**config.mk**
```make
export PLATFORM = sky130hd
export DESIGN_NAME = gameport_counter
export DESIGN_NICKNAME = d
export VERILOG_FILES = /design/src/rtl/gp_pkg.sv /design/src/rtl/gp_axis_counter.sv /design/src/rtl/gp_ctrl.sv /design/src/rtl/gp_readout.sv /design/src/rtl/gameport_counter.sv
export SDC_FILE = /design/constraint.sdc
export NUM_CORES = 1
export LEC_CHECK = 0
export BUFFER_PORTS_ARGS = -buffer_cell sky130_fd_sc_hd__buf_2
export CAP_MARGIN = 20
export CELL_PAD_IN_SITES_DETAIL_PLACEMENT = 1
export CELL_PAD_IN_SITES_GLOBAL_PLACEMENT = 1
export CORE_ASPECT_RATIO = 1.75
export CORE_MARGIN = 4
export CORE_UTILIZATION = 50
export CTS_CLUSTER_DIAMETER = 40
export DETAILED_ROUTE_END_ITERATION = 6
export MAX_ROUTING_LAYER = met4
export PLACE_DENSITY_LB_ADDON = 0.1
export SLEW_MARGIN = 20
export SYNTH_ARGS = -nofsm -noshare
export SYNTH_HDL_FRONTEND = slang
export SYNTH_HIERARCHICAL = 1
export SYNTH_SLANG_ARGS = --single-unit
```
**constraint.sdc**
```tcl
create_clock -name clk -period 3.1 [get_ports clk]
set_input_delay 0.31 -clock clk [delete_from_list [all_inputs] [get_ports clk]]
set_output_delay 0.31 -clock clk [all_outputs]
set_load 0.1 [all_outputs]
```
**src/rtl/gp_pkg.sv**
```systemverilog
package gp_pkg;

    localparam int NAX = 4;
    localparam int AXW = $clog2(NAX);
    localparam int CW  = 16;

    // setup/status register layout, bit 7 down to bit 0
    typedef struct packed {
        logic           ready;
        logic           rsvd;
        logic           irq_en;
        logic           auto_en;
        logic [NAX-1:0] en;
    } cfg_t;

    // readout pointer: which axis, and whether the low byte is next
    typedef struct packed {
        logic [AXW-1:0] axis;
        logic           lo;
    } rdptr_t;

    // next enabled axis after cur, wrapping; cur itself if it is the only one
    function automatic logic [AXW-1:0] pick_next(input logic [NAX-1:0] en,
                                                 input logic [AXW-1:0] cur);
        logic [AXW-1:0] res;
        int             idx;
        res = cur;
        for (int k = NAX; k >= 1; k--) begin
            idx = (int'(cur) + k) % NAX;
            if (en[idx]) res = AXW'(idx);
        end
        return res;
    endfunction

endpackage

```
**src/rtl/gp_axis_counter.sv**
```systemverilog
module gp_axis_counter #(
    parameter int CNT_W = 16
) (
    input  logic             clk,
    input  logic             rst,
    input  logic             start_i,
    input  logic             en_i,
    input  logic             tick_i,
    input  logic             axis_i,
    output logic [CNT_W-1:0] count_o,
    output logic             run_o
);

    localparam logic [CNT_W-1:0] CNT_MAX = '1;

    logic [CNT_W-1:0] cnt_q;
    logic             run_q;

    always_ff @(posedge clk) begin
        if (rst) begin
            cnt_q <= '0;
            run_q <= 1'b0;
        end else if (start_i) begin
            run_q <= en_i;
            if (en_i) cnt_q <= '0;
        end else if (run_q) begin
            if (!axis_i) begin
                run_q <= 1'b0;
            end else if (tick_i && cnt_q != CNT_MAX) begin
                cnt_q <= cnt_q + 1'b1;
            end
        end
    end

    assign count_o = cnt_q;
    assign run_o   = run_q;

endmodule

```
**src/rtl/gp_ctrl.sv**
```systemverilog
module gp_ctrl
    import gp_pkg::*;
#(
    parameter int N_AX = NAX
) (
    input  logic            clk,
    input  logic            rst,
    input  logic            cfg_wr_i,
    input  logic [7:0]      cfg_wdata_i,
    input  logic            start_i,
    input  logic            gp_wr_i,
    input  logic [N_AX-1:0] running_i,
    output logic            trig_o,
    output logic [N_AX-1:0] en_o,
    output logic [N_AX-1:0] en_nxt_o,
    output logic            busy_o,
    output logic [7:0]      cfg_rdata_o,
    output logic            irq_o
);

    cfg_t cfg_q;
    cfg_t cfg_w;
    logic busy_q;

    assign cfg_w  = cfg_t'(cfg_wdata_i);
    assign trig_o = start_i | (gp_wr_i & cfg_q.auto_en);

    always_ff @(posedge clk) begin
        if (rst) begin
            cfg_q  <= '0;
            busy_q <= 1'b0;
        end else begin
            if (cfg_wr_i) begin
                cfg_q.en      <= cfg_w.en;
                cfg_q.auto_en <= cfg_w.auto_en;
                cfg_q.irq_en  <= cfg_w.irq_en;
            end
            if (trig_o) begin
                cfg_q.ready <= (cfg_q.en == '0);
                busy_q      <= (cfg_q.en != '0);
            end else if (busy_q && running_i == '0) begin
                cfg_q.ready <= 1'b1;
                busy_q      <= 1'b0;
            end else if (cfg_wr_i && cfg_w.ready) begin
                cfg_q.ready <= 1'b0;
            end
        end
    end

    always_comb begin
        cfg_rdata_o    = cfg_q;
        cfg_rdata_o[6] = 1'b0;
    end

    assign en_o     = cfg_q.en;
    assign en_nxt_o = cfg_wr_i ? cfg_w.en : cfg_q.en;
    assign busy_o   = busy_q;
    assign irq_o    = cfg_q.ready & cfg_q.irq_en;

endmodule

```
**src/rtl/gp_readout.sv**
```systemverilog
module gp_readout
    import gp_pkg::*;
#(
    parameter int N_AX  = NAX,
    parameter int CNT_W = CW
) (
    input  logic                       clk,
    input  logic                       rst,
    input  logic                       trig_i,
    input  logic                       cfg_wr_i,
    input  logic                       rd_i,
    input  logic [N_AX-1:0]            en_i,
    input  logic [N_AX-1:0]            en_nxt_i,
    input  logic [N_AX-1:0][CNT_W-1:0] counts_i,
    output rdptr_t                     ptr_o,
    output logic [7:0]                 rdata_o
);

    localparam logic [AXW-1:0] LAST_AX = AXW'(N_AX - 1);

    rdptr_t ptr_q;

    always_ff @(posedge clk) begin
        if (rst) begin
            ptr_q <= '0;
        end else if (trig_i || cfg_wr_i) begin
            ptr_q.axis <= pick_next(en_nxt_i, LAST_AX);
            ptr_q.lo   <= 1'b0;
        end else if (rd_i && en_i != '0) begin
            if (!ptr_q.lo) begin
                ptr_q.lo <= 1'b1;
            end else begin
                ptr_q.lo   <= 1'b0;
                ptr_q.axis <= pick_next(en_i, ptr_q.axis);
            end
        end
    end

    always_comb begin
        if (en_i == '0)     rdata_o = 8'h00;
        else if (ptr_q.lo)  rdata_o = counts_i[ptr_q.axis][7:0];
        else                rdata_o = counts_i[ptr_q.axis][CNT_W-1:8];
    end

    assign ptr_o = ptr_q;

endmodule

```
**src/rtl/gameport_counter.sv**
```systemverilog
module gameport_counter
    import gp_pkg::*;
(
    input  logic       clk,
    input  logic       rst,
    input  logic       cfg_wr_i,
    input  logic [7:0] cfg_wdata_i,
    output logic [7:0] cfg_rdata_o,
    input  logic       cnt_rd_i,
    output logic [7:0] cnt_rdata_o,
    input  logic       start_i,
    input  logic       gp_wr_i,
    input  logic [3:0] axis_i,
    input  logic       slow_tick_i,
    input  logic       fast_tick_i,
    input  logic       test_fast_i,
    output logic       irq_o
);

    logic                    trig;
    logic                    tick;
    logic                    busy;
    logic [NAX-1:0]          en;
    logic [NAX-1:0]          en_nxt;
    logic [NAX-1:0]          running;
    logic [NAX-1:0][CW-1:0]  counts;
    rdptr_t                  rd_ptr;

    assign tick = test_fast_i ? fast_tick_i : slow_tick_i;

    gp_ctrl #(.N_AX(NAX)) u_ctrl (
        .clk        (clk),
        .rst        (rst),
        .cfg_wr_i   (cfg_wr_i),
        .cfg_wdata_i(cfg_wdata_i),
        .start_i    (start_i),
        .gp_wr_i    (gp_wr_i),
        .running_i  (running),
        .trig_o     (trig),
        .en_o       (en),
        .en_nxt_o   (en_nxt),
        .busy_o     (busy),
        .cfg_rdata_o(cfg_rdata_o),
        .irq_o      (irq_o)
    );

    for (genvar i = 0; i < NAX; i++) begin : g_axis
        gp_axis_counter #(.CNT_W(CW)) u_cnt (
            .clk    (clk),
            .rst    (rst),
            .start_i(trig),
            .en_i   (en[i]),
            .tick_i (tick),
            .axis_i (axis_i[i]),
            .count_o(counts[i]),
            .run_o  (running[i])
        );
    end

    gp_readout #(.N_AX(NAX), .CNT_W(CW)) u_rd (
        .clk     (clk),
        .rst     (rst),
        .trig_i  (trig),
        .cfg_wr_i(cfg_wr_i),
        .rd_i    (cnt_rd_i),
        .en_i    (en),
        .en_nxt_i(en_nxt),
        .counts_i(counts),
        .ptr_o   (rd_ptr),
        .rdata_o (cnt_rdata_o)
    );

endmodule

```
==> results of run 1 <==
## final cells by class
type	instances	area [um^2]
fillers	1198	4180
multi-input cells	450	3080
flip-flops and latches	79	1580
clock buffers	10	229
repair buffers	42	228
well taps	122	153
clock inverters	6	37.5
inverters	8	30.0
## logic make-up (layout without fill, tap and decap cells)
kind of cell,count (synthesis),count (layout),synth area share [%]
AO/OA/AOI/OAI,149,149,19.1
other,1,1,0.0762
flip-flops,79,79,32.2
AND/OR/NAND/NOR,251,251,29.3
adder cells (fa/ha/maj),4,4,1.02
XOR/XNOR,9,9,1.60
buffers and inverters,37,66,5.16
multiplexers,36,36,11.6
## critical path: stages, from the launching register on
cell,delay (ns)
dfxtp_1,0.47
ha_1,0.32
nand4_1,0.25
nor4_2,0.66
nor2_1,0.25
and3_2,0.27
o221a_2,0.24
## layout by cell type (no fill, tap or decap), types with 7 or more instances in the layout
cell type and instances:
buf_2 35, clkbuf_16 9, nor2_1 52, nand4b_1 8, mux2i_1 14, a21oi_1 34
o21ai_0 41, nor4_1 8, mux4_2 16, or2_2 8, buf_4 7, xnor2_1 9
nand2_1 39, o31ai_1 16, nor3_1 8, a31oi_1 16, inv_1 8, or4_1 8
nand4_1 20, dfxtp_1 78, or3_2 8, nand3_1 37
## worst min path at each step
stage	from	to	slack, ns	depth (start not counted)
2_1_floorplan	rst	u_ctrl/busy_o$_SDFFE_PP0P_	0.38	1
3_3_place_gp	g_axis[3].u_cnt/count_o[15]$_SDFFE_PP0P_	g_axis[3].u_cnt/count_o[15]$_SDFFE_PP0P_	0.48	2
3_5_place_dp	g_axis[2].u_cnt/run_o$_SDFF_PP0_	g_axis[2].u_cnt/run_o$_SDFF_PP0_	0.49	2
4_1_cts	cfg_wdata_i[5]	u_ctrl/cfg_rdata_o[5]$_SDFFE_PP0P_	0.21	3
5_1_grt	cfg_wdata_i[5]	u_ctrl/cfg_rdata_o[5]$_SDFFE_PP0P_	0.24	3
6_report	cfg_wdata_i[5]	u_ctrl/cfg_rdata_o[5]$_SDFFE_PP0P_	0.22	3
## per-layer routing
layer	vias to the layer above	share of wire, %
met4	0	4.3
met1	2454	37
met5	-	0
met3	62	4.6
met2	151	54
li1	2226	-
## where the power goes
part / switching (W) / leakage, nW / internal [W]
logic: 0.000164 / 0.941 / 0.0000916
registers: 0.0000359 / 0.639 / 0.00103
clock network: 0.000437 / 0.124 / 0.000538
total: 0.000636 / 1.70 / 0.00166
## state kept, by name (all words and copies together) (netlist names)
register              flops
u_rd/ptr_o                3
u_ctrl/en_o               4
g_axis.u_cnt/run_o        4
u_ctrl/busy_o             1
u_ctrl/cfg_rdata_o        3
g_axis.u_cnt/count_o     64
## metrics by stage
step / total power (W) / utilization, %
finish: 0.00229 / 56.1
global route: 0.00238 / 56.1
CTS: 0.00231 / 56.1
detailed placement: 0.00134 / 53.3
global placement: 0.00133 / 53.3
floorplan: 0.00128 / -
==> metrics.md, run 1 <==
| Metric | Value |
|---|---|
| Worst min path class | `in -> reg` |
| Resized cells post-CTS | `0` |
| Yosys warnings | `6` |
| Chip width | `about 83 um` |
| Clk buf depth | `2` |
| Final min period | `between 2 and 3 ns` |
| RSZ-0062 raised after global routing | `no` |
| Crit path from | `g_axis[0].u_cnt/count_o[0]$_SDFFE_PP0P_` |
| Full die area | `between 10000 and 15000 um^2` |
| Nets@finish | `approximately 620` |
| Place WS | `0.572 ns` |
| GR Layer Usage met3 | `4.64%` |
| Busiest grt layer | `met2` |
| EDFF count, synth | `0` |
| Crit start category | `flip-flop` |
| DRC | `0` |
| Critical R2R Launch | `g_axis[0].u_cnt/count_o[0]$_SDFFE_PP0P_` |
| All-Layer GR Usage | `29.4%` |
| Sequential area share after synthesis | `32.2%` |
| Final Non-Filler Cells | `717` |
| Synth area leader | `dfxtp_1` |
| Clk_skew | `between 0.004 and 0.005 ns` |
| R2R cell count | `6` |
| GP Congestion | `between 0.8 and 0.9` |
| Flops & latches, synth | `79` |
| Starting DRT DRC Count | `between 300 and 400` |
| Final Slew Violations | `0` |
| Die Ht | `about 140 um` |
| IO Port Bufs | `35` |
| IO Count | `38` |
| Max Cap Viol | `0` |
| Placed Cells | `701` |
| CTS buffer count | `9` |
| Mean Syn Cell Area | `between 8 and 9 um^2` |
| # setup viols final | `0` |
| Number of antenna violations at the first check in global routing | `0` |
| Signal arrival time at the worst endpoint | `between 2 and 3 ns` |
| Total congestion overflow | `0` |
| Post-CTS setup buffers | `0` |
| Reg2reg end | `g_axis[0].u_cnt/count_o[10]$_SDFFE_PP0P_` |
| Crit Path Class | `reg -> reg` |
| TritonCTS clock tree | `built` |
| First-pass GRT wire length | `roughly 27000 um` |
| Root buf cell | `clkbuf_16` |
| Cell Pwr Density | `roughly 430 nW/um^2` |
| Asr flop ratio synth | `0%` |
| Mapped Cells | `566` |
| Clock transition at the registers of the reported paths | `0.06 ns` |
| Post-Syn Nets | `591` |
| Antenna Cells | `0` |
| Final HPWL DP | `~12000 um` |
| H-tree depth | `3` |
| Largest net degree at the start of global routing | `44` |
| Row cnt | `47` |
| Layout cells sized above 1 | `21.0%` |
| Final instance area | `between 5000 and 6000 um^2` |
| Outcome | `completed` |
| Top-count cell post-synth | `dfxtp_1` |
| Final Routed Wirelength | `16500 um` |
| Initial core utilization | `around half` |
| Reg2Reg Setup Slack | `about 0.53 ns` |
| Wire length per cell | `23.0 um` |
| Post-synth top cells | `79 x dfxtp_1, 52 x nor2_1, 41 x o21ai_0, 39 x nand2_1, 37 x nand3_1` |
| Peak Freq | `between 0.3 and 0.4 GHz` |
| Pre-antenna DRT Iters | `5` |
| Antenna-violating nets left | `0` |
| Grt met1 use | `between 30% and 40%` |
| P_leak | `1.70 nW` |
| Final hold slack | `0.216 ns` |
| Fin. Hold Viols | `0` |
| CORE AREA | `roughly 9500 um^2` |
| Vias per inst | `6.82` |
| Tcrit/Tclk final | `approximately 83%` |
| Post-Syn Area | `just under 5000 um^2` |
| Synth unique cells | `slightly above 60` |
| Dpl cell area | `between 5000 and 6000 um^2` |
| Vias in the first global route | `between 5000 and 6000` |
| Vias | `4893` |
| Worst-skew pair later-pin latency | `around 0.34 ns` |
| Met2 global-route usage | `53.3%` |
| Post-route setup slack | `0.528 ns` |
| Worst ir drop on vdd | `approximately 0.00036 V` |
| Max-slew headroom | `roughly half` |
| Top cell type's share of synthesized area | `between 30% and 40%` |
| Worst slew pin tran | `between 0.7 and 0.8 ns` |
| Clock tree sinks | `79` |
| CP Max Fanout | `6` |
| Worst Setup End Kind | `flip-flop` |
| Area Growth Syn to Fin | `8.62%` |
| Top_reg_cell synth | `dfxtp_1` |
| CP Capture Point | `g_axis[0].u_cnt/count_o[10]$_SDFFE_PP0P_` |
| # hold bufs at CTS | `0` |
| Critical path required time | `around 3.3 ns` |
| Setup TNS | `0 ns` |
| Top cells by area, synth | `dfxtp_1 32%, mux4_2 7.3%, o21ai_0 4.2%` |
Power figures use the tool's default switching activity.
==> run 2, diff against run 1 <==
--- a/config.mk
+++ b/config.mk
@@ -11,7 +11,7 @@
 export CELL_PAD_IN_SITES_GLOBAL_PLACEMENT = 1
 export CORE_ASPECT_RATIO = 1.75
 export CORE_MARGIN = 4
-export CORE_UTILIZATION = 50
+export CORE_UTILIZATION = 46
 export CTS_CLUSTER_DIAMETER = 40
 export DETAILED_ROUTE_END_ITERATION = 6
 export MAX_ROUTING_LAYER = met4
==> constraint.sdc (replaced) <==
create_clock -name clk -period 2.5 [get_ports clk]
set_input_delay 0.25 -clock clk [delete_from_list [all_inputs] [get_ports clk]]
set_output_delay 0.25 -clock clk [all_outputs]
set_load 0.1 [all_outputs]
==> run 2 against run 1 <==
Effect of this change:
- core utilization fell by 2.7 points
- power rose by 36%
- combinational power rose by 37%
- register-to-register slack got worse by 0.34 ns
- first-iteration DRC count fell by 33%
- final cell count rose by 2.8%
- clock power rose by 51%
- hold slack got worse by 0.059 ns
- critical path depth fell by 1
- sequential share of layout area fell by 1.0 points
==> metrics.md, run 2 (same netlist as run 1, synthesis figures left out) <==
| Metric | Value |
|---|---|
| Outcome | `completed` |
| Final min period | `2.34 ns` |
| Die Ht | `145 um` |
| Vias | `between 4000 and 5000` |
| Area Growth Syn to Fin | `12.4%` |
| Critical R2R Launch | `g_axis[3].u_cnt/count_o[0]$_SDFFE_PP0P_` |
| Final Routed Wirelength | `about 17000 um` |
| Clock transition at the registers of the reported paths | `0.06 ns` |
| Placed Cells | `721` |
| Final Slew Violations | `0` |
| Worst-skew pair later-pin latency | `around 0.34 ns` |
| Wire length per cell | `~22 um` |
| DRC | `0` |
| Resized cells post-CTS | `0` |
| Fin. Hold Viols | `0` |
| TritonCTS clock tree | `built` |
| Crit start category | `flip-flop` |
| Worst min path class | `in -> reg` |
| Crit path from | `u_rd/ptr_o[1]$_SDFFE_PP0P_` |
| Peak Freq | `roughly 0.43 GHz` |
| Final instance area | `5530 um^2` |
| Full die area | `about 12000 um^2` |
| First-pass GRT wire length | `around 27000 um` |
| Row cnt | `just under 50` |
| All-Layer GR Usage | `around 28%` |
| Pre-antenna DRT Iters | `4` |
| Post-CTS setup buffers | `0` |
| Signal arrival time at the worst endpoint | `2.09 ns` |
| Vias per inst | `6.69` |
| Total congestion overflow | `0` |
| R2R cell count | `7` |
| IO Port Bufs | `35` |
| P_leak | `roughly 1.8 nW` |
| Chip width | `86.2 um` |
| Tcrit/Tclk final | `93.7%` |
| Final HPWL DP | `12400 um` |
| Crit Path Class | `reg -> out` |
| Final Non-Filler Cells | `about 740` |
| Clock tree sinks | `around 80` |
| Cell Pwr Density | `~560 nW/um^2` |
| CP Max Fanout | `18` |
| Clk_skew | `0.00780 ns` |
| Clk buf depth | `2` |
| Reg2reg end | `g_axis[3].u_cnt/count_o[4]$_SDFFE_PP0P_` |
| Critical path required time | `between 2 and 2.5 ns` |
| Setup TNS | `0 ns` |
| Max Cap Viol | `0` |
| GP Congestion | `0.911` |
| # setup viols final | `0` |
| Worst slew pin tran | `a little over 0.7 ns` |
| Worst ir drop on vdd | `approximately 0.0004 V` |
| Vias in the first global route | `5217` |
| Antenna-violating nets left | `0` |
| RSZ-0062 raised after global routing | `no` |
| Max-slew headroom | `52.3%` |
| Final hold slack | `approximately 0.16 ns` |
| CORE AREA | `~10000 um^2` |
| Largest net degree at the start of global routing | `30` |
| IO Count | `38` |
| Place WS | `around 0.28 ns` |
| Commonest non-fill, non-tap cell in the layout | `dfxtp_1` |
| Hold Crit Start | `cfg_wdata_i[5]` |
| Commonest cells after routing, fill and taps aside | `79 x dfxtp_1, 52 x nor2_1, 41 x o21ai_0` |
| Antenna Cells | `0` |
| Root buf cell | `clkbuf_16` |
| Dpl cell area | `a little over 5000 um^2` |
| Max reg flops | `64` |
| CTS buffer count | `9` |
| Starting DRT DRC Count | `between 200 and 250` |
| CP Capture Point | `cnt_rdata_o[7]` |
| Worst Setup End Kind | `primary output` |
| Layout cells sized above 1 | `23.3%` |
| Nets@finish | `630` |
| Initial core utilization | `47.5%` |
| H-tree depth | `3` |
| Fillers | `around 1300` |
| Number of antenna violations at the first check in global routing | `0` |
| # hold bufs at CTS | `0` |
| Reg2Reg Setup Slack | `roughly 0.19 ns` |
| Post-route setup slack | `roughly 0.16 ns` |
[run 2: changes by cell type in the layout (fill, tap and decap cells not counted), sizes merged]
cell / previous run / this run
clkinv: 3 / 1
clkbuf: 10 / 11
bufinv: 0 / 2
clkinvlp: 3 / 2
buf: 42 / 57
[run 2: critical path, stage by stage (launching register included)]
cell and delay (ns):
dfxtp_1 0.31, buf_4 0.29, mux4_2 0.59, mux2i_1 0.17, nor2_1 0.06, buf_2 0.32
[run 2: per-layer routing]
layer / vias up / part of all wire [%] / global-route usage, % / wire, um
met4: 0 / 4.2 / 15.8 / 690
met3: 60 / 3.8 / 3.51 / 622
met2: 142 / 55 / 51.5 / 9090
li1: 2269 / - / - / -
met5: - / 0 / - / 0
met1: 2461 / 37 / 28.2 / 6140
[run 2: report_power, final]
part	leakage, nW	switching [W]	internal, W	total [W]
sequential	0.639	0.0000183	0.00127	0.00129
combinational	1.02	0.000232	0.000118	0.000350
clock	0.158	0.000543	0.000928	0.00147
total	1.82	0.000794	0.00232	0.00311
[run 2: area by class of cell]
class                      count  area (um^2)  share of cell area (%)
timing repair buffer          57          340                    6.15
tap                          127          159                    2.87
inverter                       8         30.0                   0.543
sequential                    79         1580                    28.6
clock buffer                  11          253                    4.57
multi-input combinational    450         3090                    55.8
clock inverter                 5         80.1                    1.45
[run 2: worst min path at each step]
stage	to	slack, ns	cells past startpoint
2_1_floorplan	u_ctrl/busy_o$_SDFFE_PP0P_	0.32	1
3_3_place_gp	g_axis[0].u_cnt/count_o[15]$_SDFFE_PP0P_	0.48	2
3_5_place_dp	g_axis[3].u_cnt/run_o$_SDFF_PP0_	0.50	2
4_1_cts	u_ctrl/cfg_rdata_o[5]$_SDFFE_PP0P_	0.15	3
5_1_grt	u_ctrl/cfg_rdata_o[5]$_SDFFE_PP0P_	0.20	3
6_report	u_ctrl/cfg_rdata_o[5]$_SDFFE_PP0P_	0.16	3
[run 2: stage by stage]
stage / power, W / util [%]
finish: 0.00311 / 53.4
global route: 0.00320 / 53.4
CTS: 0.00313 / 53.4
detailed placement: 0.00166 / 50.1
global placement: 0.00165 / 50.1
floorplan: 0.00159 / -
==> run 3, diff against run 2 <==
--- a/config.mk
+++ b/config.mk
@@ -5,17 +5,19 @@
 export SDC_FILE = /design/constraint.sdc
 export NUM_CORES = 1
 export LEC_CHECK = 0
+export ABC_AREA = 1
 export BUFFER_PORTS_ARGS = -buffer_cell sky130_fd_sc_hd__buf_2
 export CAP_MARGIN = 20
 export CELL_PAD_IN_SITES_DETAIL_PLACEMENT = 1
 export CELL_PAD_IN_SITES_GLOBAL_PLACEMENT = 1
 export CORE_ASPECT_RATIO = 1.75
 export CORE_MARGIN = 4
-export CORE_UTILIZATION = 46
+export CORE_UTILIZATION = 43
 export CTS_CLUSTER_DIAMETER = 40
 export DETAILED_ROUTE_END_ITERATION = 6
 export MAX_ROUTING_LAYER = met4
 export PLACE_DENSITY_LB_ADDON = 0.1
+export SKIP_LAST_GASP = 1
 export SLEW_MARGIN = 20
 export SYNTH_ARGS = -nofsm -noshare
 export SYNTH_HDL_FRONTEND = slang
==> constraint.sdc (replaced) <==
create_clock -name clk -period 2.5 [get_ports clk]
set_input_delay 0.125 -clock clk [delete_from_list [all_inputs] [get_ports clk]]
set_output_delay 0.125 -clock clk [all_outputs]
set_load 0.1 [all_outputs]
==> run 3 against run 2 <==
Effect of this change:
- die area rose by 16%
- sequential power barely moved
- global-route usage fell by 0.78 points
- non-clock buffer count fell by 8
- wire length rose by 13%
- flip-flop and latch count did not move
- clock power barely moved
- combinational power rose by 21%
- hold slack got worse by 0.12 ns
- clock-buffer cell count fell by 1
- area after synthesis rose by 9.7%
- critical path type unchanged
- highest routed layer unchanged
==> metrics.md, run 3 <==
| Metric | Value |
|---|---|
| Crit start category | `flip-flop` |
| Largest net degree at the start of global routing | `25` |
| Placed Cells | `approximately 1100` |
| Post-Syn Nets | `895` |
| NetSw | `about 0.00092 W` |
| TritonCTS clock tree | `built` |
| Worst ir drop on vdd | `about 0.00033 V` |
| Crit Path Class | `reg -> out` |
| Crit path top cell by count | `buf_4` |
| All-Layer GR Usage | `27.3%` |
| Worst slew pin tran | `0.710 ns` |
| Internal Pwr Total | `around 0.0023 W` |
| GP Congestion | `approximately 0.94` |
| Vias in the first global route | `roughly 6300` |
| Max reg flops | `between 60 and 70` |
| Vias | `about 6000` |
| Final instance area | `6150 um^2` |
| Initial core utilization | `about 44%` |
| Outcome | `completed` |
| Worst min path class | `in -> reg` |
| Clk_skew | `between 0.007 and 0.008 ns` |
| Crit-path cells | `buf_4 -> nor2_4 -> nand2_1 -> nand4_1 -> o21ai_0 -> a41oi_4 -> buf_4` |
| Signal arrival time at the worst endpoint | `2.27 ns` |
| Final HPWL DP | `14500 um` |
| Final Non-Filler Cells | `around 1100` |
| CTS buffer count | `9` |
| Mean Syn Cell Area | `slightly above 6 um^2` |
| Antenna Cells | `0` |
| Sw Ratio | `about 29%` |
| P_leak | `between 2 and 2.5 nW` |
| Peak Freq | `about 0.42 GHz` |
| Layout cells sized above 1 | `between 10% and 20%` |
| Final Routed Wirelength | `approximately 19000 um` |
| Full die area | `~14000 um^2` |
| Fin. Hold Viols | `0` |
| H-tree depth | `3` |
| Place WS | `roughly 0.34 ns` |
| Area Growth Syn to Fin | `14.0%` |
| Number of antenna violations at the first check in global routing | `0` |
| Met3 WL | `roughly 570 um` |
| # hold bufs at CTS | `0` |
| Total congestion overflow | `0` |
| Seq pwr share | `40.4%` |
| DRC | `0` |
| Tcrit/Tclk final | `between 90% and 100%` |
| Wire length per cell | `between 15 and 20 um` |
| RSZ-0062 raised after global routing | `yes` |
| Worst Setup End Kind | `primary output` |
| Clock transition at the registers of the reported paths | `about 0.06 ns` |
| Clk pwr share | `46.3%` |
| CP Max Fanout | `16` |
| Commonest non-fill, non-tap cell in the layout | `nand2_1` |
| Yosys warnings | `6` |
| Setup TNS | `0 ns` |
| Fillers | `between 1500 and 2000` |
| DRT met1 WL | `7210 um` |
| Top Metal Used | `met4` |
| Die Ht | `~160 um` |
| Critical path required time | `approximately 2.4 ns` |
| Commonest cells after routing, fill and taps aside | `284 x nand2_1, 120 x nor2_1, 92 x nand3_1` |
| Combinational share of power | `13.3%` |
| Final Slew Violations | `0` |
| Root buf cell | `clkbuf_16` |
| Max-slew headroom | `between 50 and 60%` |
| Antenna-violating nets left | `0` |
| Mapped Cells | `a little under 900` |
| Clk buf depth | `2` |
| Row cnt | `53` |
| IO Count | `38` |
| Nets@finish | `slightly above 900` |
| Post-route setup slack | `approximately 0.10 ns` |
| Wire length on met2 | `a little over 10000 um` |
| Final Util | `slightly above 50%` |
| Vias per inst | `around 5.6` |
| Kind of cell adding the most delay to the critical path | `simple AND/OR/NAND/NOR gates` |
| IO Port Bufs | `35` |
| Cell Pwr Density | `around 520 nW/um^2` |
| Post-CTS setup buffers | `0` |
| CORE AREA | `12100 um^2` |
| CP max-delay cell | `dfxtp_1` |
| Max incr delay on CP | `about 0.42 ns` |
| Worst-skew pair later-pin latency | `roughly 0.35 ns` |
| Final min period | `between 2 and 2.5 ns` |
| CP bufs+invs | `2` |
| Chip width | `between 90 and 100 um` |
| Dpl cell area | `about 5800 um^2` |
| Starting DRT DRC Count | `roughly 230` |
| Post-Syn Area | `roughly 5400 um^2` |
| Max Cap Viol | `0` |
| Clock tree sinks | `just under 80` |
| # setup viols final | `0` |
| Pre-antenna DRT Iters | `4` |
| First-pass GRT wire length | `between 30000 and 40000 um` |
run 3: timing repair:
| item | CTS | global route |
|---|---|---|
| hold endpoints to repair | 0 | 0 |
| resized for setup | 1 | 6 |
| endpoints found under the setup margin | 1 | 6 |
run 3: final timing paths:
path         depth (start not counted)                                      end  slack [ns]                               start
max                                  7                           cnt_rdata_o[1]        0.10          u_rd/ptr_o[1]$_SDFFE_PP0P_
min                                  3       u_ctrl/cfg_rdata_o[5]$_SDFFE_PP0P_        0.03                      cfg_wdata_i[5]
max reg2reg                          9  g_axis[1].u_cnt/count_o[3]$_SDFFE_PP0P_        0.27  u_ctrl/cfg_rdata_o[4]$_SDFFE_PP0P_
min reg2reg                          2               u_ctrl/busy_o$_SDFFE_PP0P_        0.50          u_ctrl/busy_o$_SDFFE_PP0P_
run 3: tightest hold or removal path, cell delays in order:
cell and delay, ns:
buf_2 0.10, nand2_1 0.05, a21oi_1 0.06
run 3: metrics by stage:
stage               hold slack (ns)  power [W]
floorplan                     0.204    0.00165
global placement              0.373    0.00174
detailed placement            0.390    0.00175
CTS                          0.0264    0.00323
global route                 0.0329    0.00332
finish                       0.0336    0.00321
run 3: metal layers:
| layer | global-route usage, % | vias to the layer above |
|---|---|---|
| li1 | - | 2916 |
| met1 | 27.9 | 2933 |
| met2 | 51.6 | 117 |
| met3 | 3.52 | 42 |
| met4 | 11.1 | 0 |
| met5 | - | - |
run 3: layout make-up:
type | count | area [um^2] | area share [%]
clock buffer | 10 | 239 | 3.89
sequential | 79 | 1580 | 25.7
timing repair buffer | 49 | 298 | 4.84
multi-input combinational | 700 | 3480 | 56.6
tap | 165 | 206 | 3.36
clock inverter | 6 | 92.6 | 1.51
inverter | 66 | 253 | 4.11
run 3: power by group through the flow:
stage	clock [W]	sequential, W	combinational, W
after floorplan	0	0.00136	0.000290
after global placement	0	0.00132	0.000411
after detailed placement	0	0.00133	0.000424
after CTS	0.00151	0.00130	0.000425
after global routing	0.00156	0.00130	0.000464
final	0.00149	0.00130	0.000425
